--- config.mk ---
export PLATFORM = sky130hd
export DESIGN_NAME = lut_slice_fu
export DESIGN_NICKNAME = d
export VERILOG_FILES = /design/src/rtl/lut_fu_pkg.sv /design/src/rtl/lut_cfg_bank.sv /design/src/rtl/lut_eval.sv /design/src/rtl/lut_slice.sv /design/src/rtl/lut_slice_fu.sv
export SDC_FILE = /design/constraint.sdc
export NUM_CORES = 2
export LEC_CHECK = 0
export ABC_AREA = 1
export BUFFER_PORTS_ARGS = -buffer_cell sky130_fd_sc_hd__buf_4
export CORE_UTILIZATION = 28
export CTS_CLUSTER_DIAMETER = 50
export DETAILED_ROUTE_END_ITERATION = 12
export GPL_TIMING_DRIVEN = 1
export PLACE_DENSITY_LB_ADDON = 0.15
export SLEW_MARGIN = 25
export SYNTH_ARGS = -nofsm -noshare
export SYNTH_HDL_FRONTEND = slang
export SYNTH_SLANG_ARGS = --single-unit
--- constraint.sdc ---
create_clock -name clk -period 5.8 [get_ports clk]
set_clock_uncertainty 0.15 [all_clocks]
set_input_delay 0.58 -clock clk [delete_from_list [all_inputs] [get_ports clk]]
set_output_delay 0.58 -clock clk [all_outputs]
set_load 0.01 [all_outputs]
--- src/rtl/lut_fu_pkg.sv ---
package lut_fu_pkg;
  localparam int LUT_IN = 6;
  localparam int TBL_SZ = 1 << LUT_IN;
  localparam int CNT_W  = $clog2(LUT_IN + 1);
  localparam int OPD_IN = 3;
  localparam int AUX_W  = LUT_IN - OPD_IN;

  typedef struct packed {
    logic [TBL_SZ-1:0] tbl;
    logic [CNT_W-1:0]  cnt;
  } lut_cfg_t;
endpackage

--- src/rtl/lut_cfg_bank.sv ---
module lut_cfg_bank
  import lut_fu_pkg::*;
#(
  parameter int WIDTH = 8,
  parameter int IDX_W = $clog2(WIDTH) + 1
) (
  input  logic                    clk,
  input  logic                    rst_n,
  input  logic                    we,
  input  logic [IDX_W-1:0]        idx,
  input  logic                    sel,
  input  logic [TBL_SZ-1:0]       tbl,
  input  logic [CNT_W-1:0]        cnt,
  output lut_cfg_t [WIDTH-1:0]    res_cfg,
  output lut_cfg_t [WIDTH-1:0]    car_cfg
);
  lut_cfg_t payload;
  assign payload = '{tbl: tbl, cnt: cnt};

  for (genvar i = 0; i < WIDTH; i++) begin : g_bank
    logic     hit, res_en, car_en;
    lut_cfg_t res_nxt, car_nxt, res_q, car_q;

    always_comb begin
      hit     = we && (idx == IDX_W'(i));
      res_en  = hit && !sel;
      car_en  = hit && sel;
      res_nxt = payload;
      car_nxt = payload;
    end

    always_ff @(posedge clk or negedge rst_n) begin
      if (!rst_n) begin
        res_q <= '0;
        car_q <= '0;
      end else begin
        if (res_en) res_q <= res_nxt;
        if (car_en) car_q <= car_nxt;
      end
    end

    assign res_cfg[i] = res_q;
    assign car_cfg[i] = car_q;
  end
endmodule

--- src/rtl/lut_eval.sv ---
module lut_eval
  import lut_fu_pkg::*;
(
  input  lut_cfg_t          cfg,
  input  logic [LUT_IN-1:0] raw_idx,
  output logic              bit_out
);
  logic [CNT_W-1:0]  act_cnt;
  logic [LUT_IN-1:0] keep;
  logic [LUT_IN-1:0] idx;

  always_comb begin
    act_cnt = (cfg.cnt > CNT_W'(LUT_IN)) ? CNT_W'(LUT_IN) : cfg.cnt;
    for (int k = 0; k < LUT_IN; k++) begin
      keep[k] = (CNT_W'(k) < act_cnt);
    end
    idx     = raw_idx & keep;
    bit_out = cfg.tbl[idx];
  end
endmodule

--- src/rtl/lut_slice.sv ---
module lut_slice
  import lut_fu_pkg::*;
(
  input  logic             a_bit,
  input  logic             b_bit,
  input  logic             c_in,
  input  logic [AUX_W-1:0] aux,
  input  lut_cfg_t         res_cfg,
  input  lut_cfg_t         car_cfg,
  output logic             r_bit,
  output logic             c_out
);
  logic [LUT_IN-1:0] raw_idx;
  assign raw_idx = {aux, c_in, b_bit, a_bit};

  lut_eval u_res (.cfg(res_cfg), .raw_idx(raw_idx), .bit_out(r_bit));
  lut_eval u_car (.cfg(car_cfg), .raw_idx(raw_idx), .bit_out(c_out));
endmodule

--- src/rtl/lut_slice_fu.sv ---
module lut_slice_fu
  import lut_fu_pkg::*;
#(
  parameter int WIDTH = 8,
  parameter int IDX_W = $clog2(WIDTH) + 1
) (
  input  logic              clk,
  input  logic              rst_n,
  input  logic              cfg_we,
  input  logic [IDX_W-1:0]  cfg_idx,
  input  logic              cfg_sel,
  input  logic [TBL_SZ-1:0] cfg_table,
  input  logic [CNT_W-1:0]  cfg_count,
  input  logic [WIDTH-1:0]  op_a,
  input  logic [WIDTH-1:0]  op_b,
  input  logic              carry_in,
  input  logic [AUX_W-1:0]  aux_in,
  output logic [WIDTH-1:0]  fu_res,
  output logic              carry_out
);
  lut_cfg_t [WIDTH-1:0] res_cfg;
  lut_cfg_t [WIDTH-1:0] car_cfg;
  logic     [WIDTH:0]   chain;

  lut_cfg_bank #(.WIDTH(WIDTH), .IDX_W(IDX_W)) u_bank (
    .clk(clk), .rst_n(rst_n), .we(cfg_we), .idx(cfg_idx), .sel(cfg_sel),
    .tbl(cfg_table), .cnt(cfg_count), .res_cfg(res_cfg), .car_cfg(car_cfg)
  );

  assign chain[0] = carry_in;

  for (genvar i = 0; i < WIDTH; i++) begin : g_row
    lut_slice u_slice (
      .a_bit(op_a[i]), .b_bit(op_b[i]), .c_in(chain[i]), .aux(aux_in),
      .res_cfg(res_cfg[i]), .car_cfg(car_cfg[i]),
      .r_bit(fu_res[i]), .c_out(chain[i+1])
    );
  end

  assign carry_out = chain[WIDTH];
endmodule

==> flow_metrics.tcl <==
set metrics [dict create \
    status "finished with violations" \
    violations "negative setup slack" \
    gp_congestion 0.821 \
    reg2reg_depth 4 \
    reg2reg_to "u_bank.car_cfg[1]" \
    yosys.area.top_type "dfrtp_1" \
    path_delay_family "simple AND/OR/NAND/NOR gates" \
    relSlewSlack 0.296 \
    overflow 0 \
    syn_inst 5784 \
    slowest_delay_ns 0.43 \
    ant_nets 0 \
    worst_pin_slew_ns 1.05 \
    cpMostUsedCell "nand3_2" \
    p_int_w 0.0166 \
    dr.pass1.iters 6 \
    synth_seq_cells 1072 \
    pwr-share-clk 0.373 \
    seq_area_frac_synth 0.552 \
    clk_path_buf_depth 3 \
    crit_required_ns 5.07 \
    clock_sinks 1072 \
    synth.distinct_cells 35 \
    pwr-share-comb 0.232 \
    layout.nets 5946 \
    min-delay-start "cfg_sel" \
    port_buffers 103 \
    fill_cells 18100 \
    yosys_warnings 0 \
    clk_latency_ns 0.79 \
    antenna_found_initial 57 \
    drc_errors 0 \
    row_count 152 \
    worstPathMaxFanout 8 \
    fin_crit_ns 7.55 \
    initial_utilization 0.283 \
    critPathLaunchType "flip-flop" \
    p_leak_nw 26.5 \
    multiInputGateArea_um2 20200 \
    power_density_nw_per_um2 416 \
    finalCritPeriodShare 1.30 \
    worst_setup_path_end_kind "primary output" \
    grt_setup_unrepaired "true" \
    drt_iter0_drc 5076 \
    syn-num-nets 5879 \
    synth.top_cell.area_share 0.552 \
    vias_per_cell 5.08 \
    fmaxAchievable_mhz 132 \
    yosys-top-cells-area "dfrtp_1, o21ai_0, nand2_1" \
    min_path_type "input port to flip-flop" \
    switchingPower_w 0.00794 \
    dieArea_um2 175000 \
    syn_area_um2 48600 \
    die_w_um 419 \
    ir_worst_vdd_mv 0.216 \
    setup.worst_path.start "u_bank.car_cfg[2]" \
    grt_max_degree 135 \
    final_util 0.343 \
    cts_root_buf "clkbuf_16" \
    cts_buffers 147 \
    dpl.hpwl_um 109000 \
    crit_end "carry_out" \
    num_io_pins 104 \
    die_y_um 419 \
    critical_path.slowest_cell "dfrtp_2" \
    cp_num_cells 49 \
    grt_first_pass_wirelength_um 292000 \
    wl_per_cell_um 24.6 \
    rr_startpoint "u_bank.car_cfg[1]" \
    hold_violations 0 \
    grt_pass1_vias 39000 \
    max_cap_viol_count 0 \
    seq_area_um2 26800 \
    syn_area_per_cell_um2 8.40 \
    worst_ep_arrival_time_ns 6.82 \
    slew_viol_final 0 \
    hold-worst-slack_ns 0.233 \
    core_um2 172000 \
    wl_um 204000 \
    ctsHtreeMaxLevel 4 \
    seqPwrFrac 0.395 \
    layout-drive-gt1-share 0.142 \
    netSwitchingFraction 0.324 \
    cts_tree "done" \
    area_growth_pct 21.2 \
    path_clk_slew_ns 0.05 \
    track_usage 0.231 \
    worstSetupPathType "flip-flop to primary output" \
    setup_violations 5 \
    r2r_setup_slack_ns 4.72 \
    cp_num_buf_inv 5 \
    vias 42100 \
    worst_slack_ns -1.75 \
]
==> what timing repair did <==
item	in CTS	in global routing
setup endpoints to repair	5	7
pin swaps	27	62
gates cloned	4	2
resized for setup	72	117
buffers inserted	16	13
endpoints found under the hold margin	67	0
hold buffers	1	0
==> through the flow <==
| stage | setup WS, ns | std cells | instance area (µm²) | TNS, ns | power (W) |
|---|---|---|---|---|---|
| floorplan | 0.0163 | 5784 | 48600 | 0 | 0.0128 |
| global placement | -1.09 | 7977 | 52800 | -3.13 | 0.0150 |
| detailed placement | -1.27 | 7977 | 52900 | -3.77 | 0.0151 |
| CTS | -1.60 | 8256 | 58200 | -5.55 | 0.0245 |
| global route | -2.19 | 8271 | 58900 | -8.15 | 0.0258 |
| finish | -1.75 | 8286 | 58900 | -6.07 | 0.0245 |
==> worst reg2reg max path: stages (launching register included) <==
cell and delay (ns):
dfrtp_1 0.39, buf_4 0.14, buf_4 0.12, nand2_1 0.05, o21ai_0 0.08
==> registers in the layout, summed over array words and instances (netlist names) <==
signal,flops
u_bank.res_cfg,536
u_bank.car_cfg,536
==> cell usage in the layout, fill, tap and decap left out, drive strengths merged <==
master       Yosys  final
nand2         1558   1560
o21ai         1270   1270
dfrtp         1072   1072
nor2           465    465
buf             26    370
nand3          266    267
clkbuf         431    201
inv            204    200
a21oi          152    152
o32ai          104    104
a32o            48     48
a32oi           48     48
clkinv           0     43
nor3            37     37
nand4           36     36
o32a            32     32
diode            0     15
o211ai          12     12
bufinv           0     10
clkinvlp         0     10
o21bai           8      8
o311ai           8      8
nand3b           3      3
o211a            2      2
a31oi            2      2
dlygate4sd3      0      1
==> cell usage after synthesis <==
cell type / count
inv_4: 1
o32a_1: 32
o211ai_1: 12
buf_1: 6
dfrtp_1: 1072
nor2_1: 462
nand3b_1: 3
buf_4: 10
buf_6: 5
inv_2: 10
o311ai_0: 8
inv_1: 193
nand2_1: 1544
a32oi_1: 48
o211a_1: 2
nand2_4: 1
a32o_1: 48
a21oi_1: 152
nor3_1: 37
o21bai_1: 8
nor2_4: 1
nand4_1: 36
a31oi_1: 2
o21ai_2: 1
nand3_2: 7
nand2_2: 12
nand3_1: 240
nand3_4: 19
o32ai_1: 104
nand2_8: 1
o21ai_0: 1267
buf_2: 5
o21ai_1: 2
nor2_2: 2
clkbuf_1: 431
==> cell type report <==
type,count,area share
Timing Repair Buffer,372,0.0550
Sequential cell,1072,0.455
Multi-Input combinational cell,4054,0.343
Clock buffer,200,0.0713
Antenna cell,15,0.000637
Inverter,204,0.0133
Tap cell,2310,0.0491
Clock inverter,59,0.0118
==> how the worst min path moves through the flow <==
stage / endpoint / slack (ns) / cells after the start
CTS: u_bank.car_cfg[36] / 0.17 / 3
global route: u_bank.car_cfg[36] / 0.21 / 3
detailed placement: u_bank.car_cfg[266] / 0.32 / 2
floorplan: u_bank.car_cfg[0] / 0.13 / 0
global placement: u_bank.res_cfg[523] / 0.31 / 2
finish: u_bank.car_cfg[36] / 0.23 / 3
==> metal layers <==
metal	share of wire	GRT usage	up-vias
met5	0.000064	0	-
met4	0.021	0.0591	2
met3	0.061	0.0275	233
met2	0.46	0.368	1332
met1	0.45	0.330	20800
li1	-	-	19700
==> cell families after synthesis <==
logic type | synth area share
simple gates | 0.200
compound gates | 0.196
flops | 0.552
buf+inv | 0.0528
==> power groups by stage <==
stage | Clock, W | Sequential, W | Combinational (W)
after CTS | 0.00934 | 0.00965 | 0.00550
after global routing | 0.00962 | 0.00983 | 0.00634
after global placement | 0 | 0.00976 | 0.00526
after detailed placement | 0 | 0.00976 | 0.00532
final | 0.00914 | 0.00966 | 0.00568
after floorplan | 0 | 0.00954 | 0.00331
No activity file was read; power rests on OpenSTA's default activity.
